`src/rtl/tbf_pkg.sv`:
```
package tbf_pkg;
   typedef enum logic {
      FM_RESTART = 1'b0,
      FM_UPDOWN  = 1'b1
   } fmode_e;
endpackage

```
`src/rtl/tbf_sync.sv`:
```
module tbf_sync #(
   parameter int STAGES = 2
) (
   input  logic clk,
   input  logic rst_n,
   input  logic d_async,
   output logic q_sync
);
   localparam int LAST = STAGES - 1;

   generate
      if (STAGES < 2) begin : g_bad
         $error("tbf_sync: STAGES must be at least 2");
      end
   endgenerate

   logic [LAST:0] chain_q;

   genvar gi;
   generate
      for (gi = 0; gi < STAGES; gi++) begin : g_stage
         always_ff @(posedge clk) begin
            if (!rst_n) begin
               chain_q[gi] <= 1'b0;
            end else if (gi == 0) begin
               chain_q[gi] <= d_async;
            end else begin
               chain_q[gi] <= chain_q[(gi == 0) ? 0 : gi - 1];
            end
         end
      end
   endgenerate

   assign q_sync = chain_q[LAST];
endmodule

```
`src/rtl/tbf_integrator.sv`:
```
module tbf_integrator
   import tbf_pkg::*;
#(
   parameter int LEN_W = 8
) (
   input  logic             clk,
   input  logic             rst_n,
   input  logic             s_in,
   input  fmode_e           mode,
   input  logic [LEN_W-1:0] len,
   output logic             level,
   output logic             rise,
   output logic             fall
);
   localparam int CW = LEN_W + 1;

   generate
      if (LEN_W < 1 || LEN_W > 24) begin : g_bad
         $error("tbf_integrator: LEN_W out of range 1..24");
      end
   endgenerate

   logic [LEN_W-1:0] cnt_q, cnt_d;
   logic [CW-1:0]    eff_len;
   logic [CW-1:0]    cnt_inc;
   logic             differ;
   logic             hit;

   assign eff_len = (len == '0) ? CW'(1) : {1'b0, len};
   assign cnt_inc = {1'b0, cnt_q} + CW'(1);
   assign differ  = (s_in != level);
   assign hit     = differ && (cnt_inc >= eff_len);

   always_comb begin
      cnt_d = cnt_q;
      if (differ) begin
         cnt_d = hit ? '0 : cnt_inc[LEN_W-1:0];
      end else if (mode == FM_RESTART) begin
         cnt_d = '0;
      end else if (cnt_q != '0) begin
         cnt_d = cnt_q - LEN_W'(1);
      end
   end

   always_ff @(posedge clk) begin
      if (!rst_n) begin
         cnt_q <= '0;
         level <= 1'b0;
         rise  <= 1'b0;
         fall  <= 1'b0;
      end else begin
         cnt_q <= cnt_d;
         level <= hit ? ~level : level;
         rise  <= hit & ~level;
         fall  <= hit & level;
      end
   end

   // the count never reaches the effective length
   a_r2_cnt_below_len: assert property (@(posedge clk) disable iff (!rst_n)
      ({1'b0, cnt_q} < eff_len) || $changed(len));

   // restart sub-mode clears the count after an agreeing cycle
   a_r4_restart_clears: assert property (@(posedge clk) disable iff (!rst_n)
      (mode == FM_RESTART && s_in == level) |=> (cnt_q == '0));

   // up/down sub-mode holds at zero while agreeing
   a_r5_floor_zero: assert property (@(posedge clk) disable iff (!rst_n)
      (mode == FM_UPDOWN && s_in == level && cnt_q == '0) |=> (cnt_q == '0));

   // up/down sub-mode steps down by one on an agreeing cycle
   a_r5_step_down: assert property (@(posedge clk) disable iff (!rst_n)
      (mode == FM_UPDOWN && s_in == level && cnt_q != '0) |=> (cnt_q == $past(cnt_q) - LEN_W'(1)));
endmodule

```
`src/rtl/tbf_route.sv`:
```
module tbf_route (
   input  logic angle_en,
   input  logic tb_level,
   input  logic ch0_filt,
   output logic ch0_sel
);
   always_comb begin
      if (angle_en) ch0_sel = tb_level;
      else          ch0_sel = ch0_filt;
   end
endmodule

```
`src/rtl/tbclk_filter.sv`:
```
module tbclk_filter
   import tbf_pkg::*;
#(
   parameter int SYNC_STAGES = 2,
   parameter int LEN_W       = 8
) (
   input  logic             clk,
   input  logic             rst_n,
   input  logic             tb_raw,
   input  logic             flt_mode,
   input  logic [LEN_W-1:0] flt_len,
   input  logic             angle_en,
   input  logic             ch0_filt,
   output logic             tb_level,
   output logic             tb_rise,
   output logic             tb_fall,
   output logic             ch0_sel
);
   logic   s_q;
   fmode_e mode_e;

   assign mode_e = fmode_e'(flt_mode);

   tbf_sync #(.STAGES(SYNC_STAGES)) u_sync (
      .clk     (clk),
      .rst_n   (rst_n),
      .d_async (tb_raw),
      .q_sync  (s_q)
   );

   tbf_integrator #(.LEN_W(LEN_W)) u_int (
      .clk   (clk),
      .rst_n (rst_n),
      .s_in  (s_q),
      .mode  (mode_e),
      .len   (flt_len),
      .level (tb_level),
      .rise  (tb_rise),
      .fall  (tb_fall)
   );

   tbf_route u_route (
      .angle_en (angle_en),
      .tb_level (tb_level),
      .ch0_filt (ch0_filt),
      .ch0_sel  (ch0_sel)
   );

   // strobes are mutually exclusive
   a_r7_strobe_excl: assert property (@(posedge clk) disable iff (!rst_n)
      !(tb_rise && tb_fall));

   // a rise strobe marks a fresh 0 to 1 change
   a_r7_rise_edge: assert property (@(posedge clk) disable iff (!rst_n)
      tb_rise |-> (tb_level && !$past(tb_level)));

   // a fall strobe marks a fresh 1 to 0 change
   a_r7_fall_edge: assert property (@(posedge clk) disable iff (!rst_n)
      tb_fall |-> (!tb_level && $past(tb_level)));

   // the level only moves together with a strobe
   a_r1_move_with_strobe: assert property (@(posedge clk) disable iff (!rst_n)
      (tb_level != $past(tb_level)) |-> (tb_rise || tb_fall));
endmodule

```
`config.mk`:
```
export PLATFORM = sky130hd
export DESIGN_NAME = tbclk_filter
export DESIGN_NICKNAME = d
export VERILOG_FILES = /design/src/rtl/tbf_pkg.sv /design/src/rtl/tbf_sync.sv /design/src/rtl/tbf_integrator.sv /design/src/rtl/tbf_route.sv /design/src/rtl/tbclk_filter.sv
export SDC_FILE = /design/constraint.sdc
export NUM_CORES = 1
export LEC_CHECK = 0
export BUFFER_PORTS_ARGS = -buffer_cell sky130_fd_sc_hd__buf_2
export CORE_UTILIZATION = 39
export CTS_CLUSTER_SIZE = 25
export DETAILED_ROUTE_END_ITERATION = 8
export GPL_TIMING_DRIVEN = 0
export PLACE_DENSITY = 0.72
export SLEW_MARGIN = 10
export SYNTH_ARGS = -nofsm -noshare
export SYNTH_HDL_FRONTEND = slang
export SYNTH_SLANG_ARGS = --single-unit
```
`constraint.sdc`:
```
create_clock -name clk -period 2.8 [get_ports clk]
set_clock_uncertainty 0.05 [all_clocks]
set_input_delay 0.28 -clock clk [delete_from_list [all_inputs] [get_ports clk]]
set_output_delay 0.28 -clock clk [all_outputs]
set_load 0.005 [all_outputs]
```
# After elaboration in Yosys (flattened, before gate mapping)
# Cells that the tools add are included.
[totals] ff_bits=13 output_inout_bits=4 input_bits=14
[op_classes] n_reduce_logical=3 n_mux=6 n_eq_ne=2 n_bitwise=3 add_sub_neg=2 order_cmp=1
[ops] op="8-bit two-way mux" n=5
[ops] op="8-bit by 1-bit adder with 9-bit output, second input constant" n=1
[ops] op="9-bit greater-or-equal comparator" n=1
[ops] op="8-bit logical NOT" n=1
[ops] op="8-bit nonzero test" n=1
[ops] op="8-bit by 1-bit subtractor with 8-bit output, second input constant" n=1
[ops] op="3-bit by 1-bit != test with 1-bit output, second input constant" n=1
[ops] op="1-bit bitwise AND" n=2
[ops] op="1-bit logical AND" n=1
[ops] op="1-bit two-way mux" n=1
[ops] op="1-bit != test" n=1
[ops] op="1-bit NOT" n=1

# Logic depth before layout (Yosys ltp)
# Gate-level depths: netlist of run 1.
[depth] word_depth=6 depth_mapped=12

# Hierarchy
# From an unflattened synthesis of run 1, not the netlist that was laid out.
[hier_totals] cells_unflattened=123 area_unflattened_um2=1031.0
[modules_own_cells] module="tbf_integrator" instances=1 area_each_um2=963.4 cells_each=118
[modules_own_cells] module="tbf_sync" instances=1 area_each_um2=52.6 cells_each=4
[modules_own_cells] module="tbf_route" instances=1 area_each_um2=15.0 cells_each=1

# Worst setup path before layout of run 1
# Ideal clock, no wire load.
[synth_timing] path_type="register -> register" from="reg u_int.cnt_q[4]" to="reg u_int.rise" path_stages_with_launch=12 arrival_time_ps=2572 path_buffers=0 setup_slack_ps=61 setup_time_ps=117 path_cell_list="dfxtp_1 > and3_4 > and3_4 > nand3_1 > xnor2_1 > inv_1 > ha_1 > and3_1 > a221o_1 > a31oi_4 > nand2_2 > and4b_1"
[synth_via] elab_chain_len=4
[synth_rtl] element="from (decl)" line_no="tbf_integrator.sv:23" source="logic [LEN_W-1:0] cnt_q, cnt_d;"
[synth_rtl] element="from (signal assigned)" line_no="tbf_integrator.sv:52" source="cnt_q <= cnt_d;"
[synth_rtl] element="8-bit by 1-bit adder with 9-bit output" line_no="tbf_integrator.sv:30" source="assign cnt_inc = {1'b0, cnt_q} + CW'(1);"
[synth_rtl] element="9-bit greater-or-equal comparator" line_no="tbf_integrator.sv:32" source="assign hit = differ && (cnt_inc >= eff_len);"
[synth_rtl] element="1-bit logical AND" line_no="tbf_integrator.sv:32"
[synth_rtl] element="1-bit bitwise AND" line_no="tbf_integrator.sv:54" source="rise <= hit & ~level;"
[synth_rtl] element="to (signal assigned)" line_no="tbf_integrator.sv:54"
[synth_rtl] element="to (decl)" line_no="tbf_integrator.sv:12" source="output logic rise,"
# No other way between the ends.
# A chain may end at the register's enable or synchronous reset.

# Final worst setup path of run 1
[layout_timing] from="reg u_int.cnt_q[1]" to="reg u_int.cnt_q[0]"
[layout_via] elab_chain_len=5 elab_cells_between_ends=7 cone_classes="add/sub (1); order compare (1); eq/ne (1); mux (2); reduce/logical (2)"
[layout_rtl] element="8-bit by 1-bit adder with 9-bit output" line_no="tbf_integrator.sv:30"
[layout_rtl] element="9-bit greater-or-equal comparator" line_no="tbf_integrator.sv:32"
[layout_rtl] element="1-bit logical AND" line_no="tbf_integrator.sv:32"
[layout_rtl] element="8-bit two-way mux" line_no="tbf_integrator.sv:37" source="cnt_d = hit ? '0 : cnt_inc[LEN_W-1:0];"
[layout_rtl] element="8-bit two-way mux" line_no="tbf_integrator.sv:36" source="if (differ) begin"
# Several ways; a longest one is shown, not always the timed one.

==> summary.md, run 1 <==
| Metric | Value |
|---|---|
| CTS tree | `done` |
| Startpoint types | `flip-flop` |
| CP bufs+invs | `0` |
| EDFF count, synth | `0` |
| Fraction of registers with async set/reset | `0%` |
| CP max FO | `7` |
| GPL Wtd Cong | `0.850` |
| CP required | `2.94 ns` |
| Detailed Route Iter0 Violations | `31` |
| Crit-path max cell delay | `0.44 ns` |
| Die Area | `0.00292 mm²` |
| Sink Count | `13` |
| Worst-skew pair later-pin latency | `0.28 ns` |
| DR vias | `984` |
| # IOs | `18` |
| Fmax | `371 MHz` |
| Largest net degree at the start of global routing | `11` |
| Initial antenna violation count | `0` |
| Power density over cell area | `802 mW/mm²` |
| Routed WL per cell | `14.8 µm` |
| Die width | `54.1 µm` |
| Synth top area cells | `dfxtp_1, ha_1, xnor2_1, inv_1, xor2_1` |
| Post-Syn Area | `0.00106 mm²` |
| Share of layout cells above drive strength 1 | `33.1%` |
| Synth Instances | `120` |
| Setup WS pre-CTS | `-0.232 ns` |
| Worst relative slew slack | `68.4%` |
| Post-synth top area share | `24.6%` |
| Worst setup margin | `0.108 ns` |
| Final Hold Viols | `0` |
| Drt first pass iters | `4` |
| Die span in y | `54.1 µm` |
| Main synth FF type | `dfxtp_1` |
| Syn nets | `145` |
| Synth cell count leaders | `dfxtp_1, inv_1, ha_1, nand2_1, nand3_1` |
| Total track usage | `17.6%` |
| Crit Path Category | `flip-flop to flip-flop` |
| Num CTS Buffers | `3` |
| Finished Layout Cells | `175` |
| Final setup vio count | `0` |
| YS warnings | `0` |
| Number of buffers added on ports | `16` |
| Top Family by Delay on Critical Path | `compound AO/OA/AOI/OAI gates` |
| Max rail drop VDD | `531 µV` |
| Fillers | `250` |
| Ant diodes | `0` |
| Core area | `0.00252 mm²` |
| Slowest-stage cell, CP | `dfxtp_2` |
| Measured slew at the worst slew-check pin | `0.473 ns` |
| Hold Crit Class | `primary input to flip-flop` |
| Placed Instances | `166` |
| Critical Path AT | `2.84 ns` |
| Crit-path cells | `ha_2 -> nand3_1 -> xnor2_2 -> ha_1 -> and3_4 -> a221o_1 -> a31oi_4 -> nand3_2 -> a221oi_2` |
| Routed wire length | `2580 µm` |
| Status | `finished clean` |
| Post-DRT Antenna Nets | `0` |
| DPL Wire Length | `1760 µm` |
| CTS root buf | `clkbuf_4` |
| Post-route clock period utilization | `96.2%` |
| Via density | `5.62` |
| DRC | `0` |
| LEAKAGE | `0.631 nW` |
| Clock Path Buffers | `2` |
| Congestion Overflow GR | `0` |
| # rows | `18` |
| Layout net count | `171` |
| Initial core utilization | `41.9%` |
| Minimum clock period | `2.69 ns` |
| Cell taking the most area after synthesis | `dfxtp_1` |
| Hold Slack | `0.145 ns` |
| Sequential area share after synthesis | `24.6%` |
| Synth Register Bits | `13` |
| Cts hold-fix bufs | `0` |
| Number of global-route vias before repair | `848` |
| Final Max Tran Viols | `0` |
| Area delta synth->final | `22.8%` |
| Yosys cell types | `35` |
| Critical Path Sink Type | `flip-flop` |
| CTS clk-pin slew, worst paths | `0.09 ns` |
| Max-Cap Viols | `0` |
| Syn avg cell area | `8.81 µm²` |
| Global-route wire length before repair | `3690 µm` |
| # H-tree levels | `1` |
[sequential cells by signal (all words and copies together), names as in the netlist]
register and count:
u_int.rise 1, u_int.cnt_q 8, u_sync.q_sync 1, u_int.fall 1, u_sync.chain_q 1, u_int.level 1
[power breakdown]
part / leakage, nW / switching, mW / total (mW) / internal [mW]
clock network: 0.0177 / 0.0686 / 0.122 / 0.0531
registers: 0.108 / 0.0604 / 0.290 / 0.229
logic: 0.506 / 0.338 / 0.630 / 0.293
total: 0.631 / 0.467 / 1.04 / 0.575
[cell type report]
type / instances / area, µm² / share of cell area [%]
well taps: 30 / 37.5 / 2.89
flip-flops and latches: 13 / 268 / 20.6
repair buffers: 21 / 118 / 9.06
clock buffers: 3 / 22.5 / 1.73
inverters: 13 / 48.8 / 3.76
clock inverters: 1 / 5.00 / 0.385
multi-input cells: 90 / 758 / 58.4
plain buffers: 4 / 41.3 / 3.18
[cell usage in the layout, fill, tap and decap left out, types with 5 or more instances in the layout]
cell type	count
ha_1	9
xor2_1	5
buf_2	16
nand2_1	11
a21oi_1	5
nand3_1	7
inv_1	13
dfxtp_1	9
buf_4	6
[stage by stage]
| stage | power [mW] | area, µm² | util (%) | setup TNS [ns] |
|---|---|---|---|---|
| 6_report | 1.04 | 1300 | 51.5 | 0 |
| 5_1_grt | 1.13 | 1300 | 51.5 | -0.00182 |
| 4_1_cts | 1.02 | 1260 | 50.1 | 0 |
| 3_5_place_dp | 0.854 | 1170 | 46.6 | -1.33 |
| 3_3_place_gp | 0.834 | 1170 | 46.6 | -0.951 |
| 2_1_floorplan | 0.737 | 1060 | - | 0 |
[metal layers]
layer / GRT usage [%] / part of all wire (%) / vias to the layer above
met5: 0 / 0 / -
met4: 2.14 / 1.7 / 0
met3: 5.08 / 4.0 / 6
met2: 30.7 / 50 / 30
met1: 21.8 / 45 / 469
li1: - / - / 479
[path summary, 6_finish.rpt]
| kind | from | end | slack (ns) | depth (start not counted) |
|---|---|---|---|---|
| setup reg to reg | u_int.cnt_q[1] | u_int.cnt_q[0] | 0.11 | 9 |
| hold reg to reg | u_sync.chain_q[0] | u_sync.q_sync | 0.42 | 1 |
| setup / recovery | u_int.cnt_q[1] | u_int.cnt_q[0] | 0.11 | 9 |
| hold / removal | tb_raw | u_sync.chain_q[0] | 0.15 | 2 |
[kinds of logic after synthesis]
| family | share of synthesized area, % |
|---|---|
| mux | 2.96 |
| fa+ha+maj | 13.0 |
| buf+inv | 8.17 |
| flops | 24.6 |
| simple gates | 27.3 |
| xor+xnor | 9.11 |
| compound gates | 14.8 |
[repair_timing]
item | CTS | global route
setup endpoints to repair | 11 | 10
hold endpoints to repair | 0 | 0
buffers inserted | 5 | 0
pin swaps | 3 | 4
resized for setup | 7 | 6
Power figures use the tool's default switching activity.
==> inputs of run 2 (changes only) <==
--- a/config.mk
+++ b/config.mk
@@ -10,7 +10,7 @@
 export CTS_CLUSTER_SIZE = 25
 export DETAILED_ROUTE_END_ITERATION = 8
 export GPL_TIMING_DRIVEN = 0
-export PLACE_DENSITY = 0.72
+export PLACE_DENSITY_LB_ADDON = 0.2
 export SLEW_MARGIN = 10
 export SYNTH_ARGS = -nofsm -noshare
 export SYNTH_HDL_FRONTEND = slang
==> run 2 against run 1 <==
Largest cell class unchanged; die area unchanged; sequential power decreased by 2%; sequential share of layout area about the same; critical path type unchanged.
==> summary.md, run 2 (synthesis gave the netlist of run 1 again) <==
| Metric | Value |
|---|---|
| Uppermost routed layer | `met4` |
| Power density over cell area | `800 mW/mm²` |
| Final Hold Viols | `0` |
| Hold Crit Class | `primary input to flip-flop` |
| Status | `finished clean` |
| Met2 WL post-DR | `1110 µm` |
| Global-route wire length before repair | `3870 µm` |
| Largest net degree at the start of global routing | `11` |
| Worst relative slew slack | `69.2%` |
| RSZ-0062 raised after global routing | `false` |
| Congestion Overflow GR | `0` |
| CTS clk-pin slew, worst paths | `0.08 ns` |
| Hold Slack | `0.155 ns` |
| Die width | `54.1 µm` |
| Final setup vio count | `0` |
| Initial antenna violation count | `0` |
| Sink Count | `13` |
| Final Max Tran Viols | `0` |
| CP max FO | `7` |
| Via density | `5.32` |
| Initial core utilization | `41.9%` |
| Max-Cap Viols | `0` |
| Area delta synth->final | `22.2%` |
| Core area | `0.00252 mm²` |
| Critical Path Sink Type | `flip-flop` |
| DPL Wire Length | `1820 µm` |
| Post-Route M1 WL | `1220 µm` |
| Ant diodes | `0` |
| Total track usage | `18.4%` |
| # IOs | `18` |
| # rows | `18` |
| CP required | `2.92 ns` |
| Number of global-route vias before repair | `831` |
| Commonest non-fill, non-tap cell in the layout | `buf_2` |
| Most flop-heavy register | `u_int.cnt_q` |
| Share of layout cells above drive strength 1 | `32.2%` |
| Num CTS Buffers | `3` |
| Routed wire length | `2440 µm` |
| CTS root buf | `clkbuf_4` |
| Layout net count | `172` |
| GPL Wtd Cong | `0.781` |
| Drt first pass iters | `4` |
| Placed Instances | `166` |
| Met3 WL | `74 µm` |
| Startpoint types | `flip-flop` |
| Finished Layout Cells | `176` |
| Max reg flops | `8` |
| Most frequent cells in the layout | `buf_2, inv_1, nand2_1` |
| Cts hold-fix bufs | `0` |
| # H-tree levels | `1` |
| Measured slew at the worst slew-check pin | `0.461 ns` |
| Critical Path AT | `2.80 ns` |
| Routed WL per cell | `13.8 µm` |
| Detailed Route Iter0 Violations | `15` |
| Minimum clock period | `2.67 ns` |
| CTS tree | `done` |
| Fmax | `374 MHz` |
| Die span in y | `54.1 µm` |
| Worst-skew pair later-pin latency | `0.28 ns` |
| Post-DRT Antenna Nets | `0` |
| DRC | `0` |
| Max rail drop VDD | `596 µV` |
| LEAKAGE | `0.624 nW` |
| Clock Path Buffers | `2` |
| DR vias | `936` |
| Number of buffers added on ports | `16` |
| Die Area | `0.00292 mm²` |
| Crit Path Category | `flip-flop to flip-flop` |
| Post-route clock period utilization | `95.5%` |
==> run 2: changes by cell type in the layout (fill, tap and decap cells not counted), sizes merged <==
cell    before  now
buf         25   26
clkbuf       3    4
clkinv       1    0
==> run 2: layer usage <==
metal	up-vias	global-route usage, %
met3	5	1.69
met4	0	6.41
met5	-	0
met1	431	25.6
met2	21	29.4
li1	479	-
==> run 2: path summary, 6_finish.rpt <==
path / from / to / slack [ns] / cells past startpoint
hold / removal: tb_raw / u_sync.chain_q[0] / 0.16 / 2
setup / recovery: u_int.cnt_q[1] / u_int.rise / 0.13 / 10
setup reg to reg: u_int.cnt_q[1] / u_int.rise / 0.13 / 10
hold reg to reg: u_sync.chain_q[0] / u_sync.q_sync / 0.39 / 1
==> run 2: stage by stage <==
step / setup slack, ns / area (µm²) / total power [mW] / utilization [%] / setup TNS, ns
after global routing: 0.00860 / 1290 / 1.13 / 51.2 / 0
after global placement: -0.210 / 1170 / 0.837 / 46.6 / -1.21
after detailed placement: -0.211 / 1170 / 0.860 / 46.6 / -1.31
after CTS: -0.00365 / 1260 / 1.02 / 50.1 / -0.00365
after floorplan: 0.0607 / 1060 / 0.737 / - / 0
final: 0.125 / 1290 / 1.03 / 51.2 / 0
==> run 2: area by class of cell <==
cell class                      instances  area [µm²]
Sequential cell                        13         267
Clock buffer                            4        26.3
Multi-Input combinational cell         90         743
Buffer                                  4        41.3
Fill cell                             265        1230
Timing Repair Buffer                   22         129
Inverter                               13        48.8
Tap cell                               30        37.5
==> run 2: critical path, cell delays in order (launching register included) <==
cell,delay [ns]
dfxtp_2,0.42
ha_2,0.27
nand3_1,0.11
xnor2_1,0.26
ha_1,0.30
a21o_1,0.17
a221o_1,0.39
a31oi_4,0.17
buf_4,0.15
nand2_2,0.07
and4b_1,0.22
==> run 2: report_power, final <==
part / leakage [nW] / switching (mW) / total (mW) / internal [mW]
Sequential: 0.108 / 0.0569 / 0.285 / 0.229
Combinational: 0.501 / 0.337 / 0.630 / 0.294
Clock: 0.0150 / 0.0630 / 0.118 / 0.0553
==> run 2: repair_timing <==
item / in CTS / in global routing
pin swaps: 2 / 3
gates resized for setup: 7 / 5
setup buffers: 5 / 1
setup endpoints to repair: 11 / 11
==> inputs of run 3 (changes only) <==
--- a/config.mk
+++ b/config.mk
@@ -5,6 +5,7 @@
 export SDC_FILE = /design/constraint.sdc
 export NUM_CORES = 1
 export LEC_CHECK = 0
+export ABC_AREA = 1
 export BUFFER_PORTS_ARGS = -buffer_cell sky130_fd_sc_hd__buf_2
 export CORE_UTILIZATION = 39
 export CTS_CLUSTER_SIZE = 25
==> run 3 against run 2 <==
Routed wire length is 5.7% lower; via count is 9.3% higher; clock power hardly changed; utilization is 3.7 points lower; cell count is 18% higher.
==> summary.md, run 3 <==
| Metric | Value |
|---|---|
| Status | `finished clean` |
| Share of layout cells above drive strength 1 | `17.4%` |
| Crit Path Category | `flip-flop to flip-flop` |
| Fillers | `278` |
| Post-Syn Area | `0.00103 mm²` |
| Drt first pass iters | `4` |
| Measured slew at the worst slew-check pin | `0.250 ns` |
| Top-count cell post-synth | `nand2_1` |
| # H-tree levels | `1` |
| CTS root buf | `clkbuf_4` |
| Main synth FF type | `dfxtp_1` |
| R2r worst-path depth | `12` |
| Cell depth of the worst hold path | `3` |
| Synth Instances | `157` |
| Ant diodes | `0` |
| Post-route design area | `0.00118 mm²` |
| Final setup TNS | `0 ns` |
| Most frequent cells in the layout | `nand2_1, inv_1, buf_2` |
| GPL Wtd Cong | `0.874` |
| Layout net count | `204` |
| Synth top area cells | `dfxtp_1, ha_1, nand2_1, inv_1, a21oi_1` |
| Power density over cell area | `836 mW/mm²` |
| Area delta synth->final | `14.5%` |
| Post-synth top area share | `25.3%` |
| Sequential area share after synthesis | `25.3%` |
| Detailed Route Iter0 Violations | `35` |
| DR vias | `1023` |
| Finished Layout Cells | `208` |
| Largest net degree at the start of global routing | `8` |
| Clock Path Buffers | `2` |
| Final setup vio count | `0` |
| Worst relative slew slack | `83.2%` |
| Resized Gates After CTS | `0` |
| Cell taking the most area after synthesis | `dfxtp_1` |
| Global-route wire length before repair | `4130 µm` |
| Most flop-heavy register | `u_int.cnt_q` |
| Number of global-route vias before repair | `991` |
| Core area | `0.00248 mm²` |
| Syn avg cell area | `6.55 µm²` |
| Commonest non-fill, non-tap cell in the layout | `nand2_1` |
| Yosys cell types | `26` |
| # rows | `18` |
| CTS tree | `done` |
| Total track usage | `20.0%` |
| CTS clk-pin slew, worst paths | `0.08 ns` |
| Worst-skew pair later-pin latency | `0.28 ns` |
| Minimum clock period | `2.38 ns` |
| Synth cell count leaders | `nand2_1, inv_1, a21oi_1, dfxtp_1, nand3_1` |
| DRC | `0` |
| Sink Count | `13` |
| Fraction of registers with async set/reset | `0%` |
| Total Power | `0.985 mW` |
| RSZ-0062 raised after global routing | `false` |
| # IOs | `18` |
| Congestion Overflow GR | `0` |
| Cts hold-fix bufs | `0` |
| EDFF count, synth | `0` |
| Synth Register Bits | `13` |
| Placed Instances | `204` |
| Critical Path Sink Type | `flip-flop` |
| Die span in y | `53.4 µm` |
| Hold Crit Class | `primary input to flip-flop` |
| Initial antenna violation count | `0` |
| CP max FO | `6` |
| CP required | `2.96 ns` |
| Critical Path AT | `2.55 ns` |
| Setup repair bufs after CTS | `0` |
| Register area | `260 µm²` |
| YS warnings | `0` |
| Routed wire length | `2300 µm` |
| Startpoint types | `flip-flop` |
| Die width | `53.4 µm` |
| Die Area | `0.00285 mm²` |
| Routed WL per cell | `11.1 µm` |
| Final Hold Viols | `0` |
| Max rail drop VDD | `465 µV` |
| Syn nets | `182` |
| Fmax | `420 MHz` |
| Placed Area | `0.00115 mm²` |
| Post-layout util | `47.5%` |
| Post-DRT Antenna Nets | `0` |
| Number of buffers added on ports | `17` |
| LEAKAGE | `0.676 nW` |
| Max reg flops | `8` |
| Via density | `4.92` |
| Initial core utilization | `41.5%` |
| Num CTS Buffers | `3` |
| DPL Wire Length | `1890 µm` |
| Post-route clock period utilization | `85.1%` |
| Area of the multi-input gates | `626 µm²` |
| Final Max Tran Viols | `0` |
| Max-Cap Viols | `0` |
[run 3: cell types whose count changed after synthesis, sizes merged, moves of 4 or more]
cell    delta
nand2     +23
inv       +21
nor2      +11
a21oi      +9
xnor2      -6
nand4b     -4
[run 3: worst paths after layout]
kind,start,end,slack (ns)
min reg2reg,u_sync.chain_q[0],u_sync.q_sync,0.38
max reg2reg,u_int.cnt_q[0],u_int.cnt_q[5],0.42
min,tb_raw,u_sync.chain_q[0],0.13
max,u_int.cnt_q[0],u_int.cnt_q[5],0.42
[run 3: metrics by stage]
step                hold WS, ns  worst slack, ns
global placement          0.350            0.506
finish                    0.126            0.417
CTS                       0.118            0.414
floorplan                 0.323            0.814
global route              0.125            0.176
detailed placement        0.359            0.442
[run 3: power by group]
| part | leakage (nW) | switching [mW] | internal [mW] |
|---|---|---|---|
| logic | 0.555 | 0.344 | 0.227 |
| clock network | 0.0150 | 0.0650 | 0.0552 |
| registers | 0.106 | 0.0609 | 0.232 |
| total | 0.676 | 0.470 | 0.515 |
[run 3: logic make-up (layout without fill, tap and decap cells)]
family                   after synthesis  after routing  synth area share [%]
AO/OA/AOI/OAI                         22             22                  11.7
XOR/XNOR                               6              6                  5.11
adder cells (fa/ha/maj)               11             11                  13.4
buffers and inverters                 36             57                  13.9
flip-flops                            13             13                  25.3
AND/OR/NAND/NOR                       69             69                  30.7
[run 3: critical path: stages (launching register included)]
cell,delay [ns]
dfxtp_1,0.44
ha_1,0.22
nand3_1,0.12
nor2_1,0.20
xor2_1,0.22
ha_1,0.28
a21oi_1,0.15
nand2_1,0.08
nand2_1,0.09
nand2_1,0.10
inv_2,0.13
nand3_1,0.10
a21oi_1,0.13
[run 3: area by class of cell]
| type | instances | area share, % |
|---|---|---|
| Inverter | 35 | 11.2 |
| Clock buffer | 4 | 2.23 |
| Multi-Input combinational cell | 108 | 53.1 |
| Buffer | 1 | 0.956 |
| Timing Repair Buffer | 17 | 7.23 |
| Tap cell | 30 | 3.19 |
| Sequential cell | 13 | 22.1 |
[run 3: metal layers]
metal  vias to the layer above  global-route usage [%]  wire length, µm
met5                         -                       0                0
met4                         0                    5.26               15
met3                         2                    3.74              121
met2                        22                    35.6             1110
met1                       462                    24.1             1050
li1                        537                       -                -
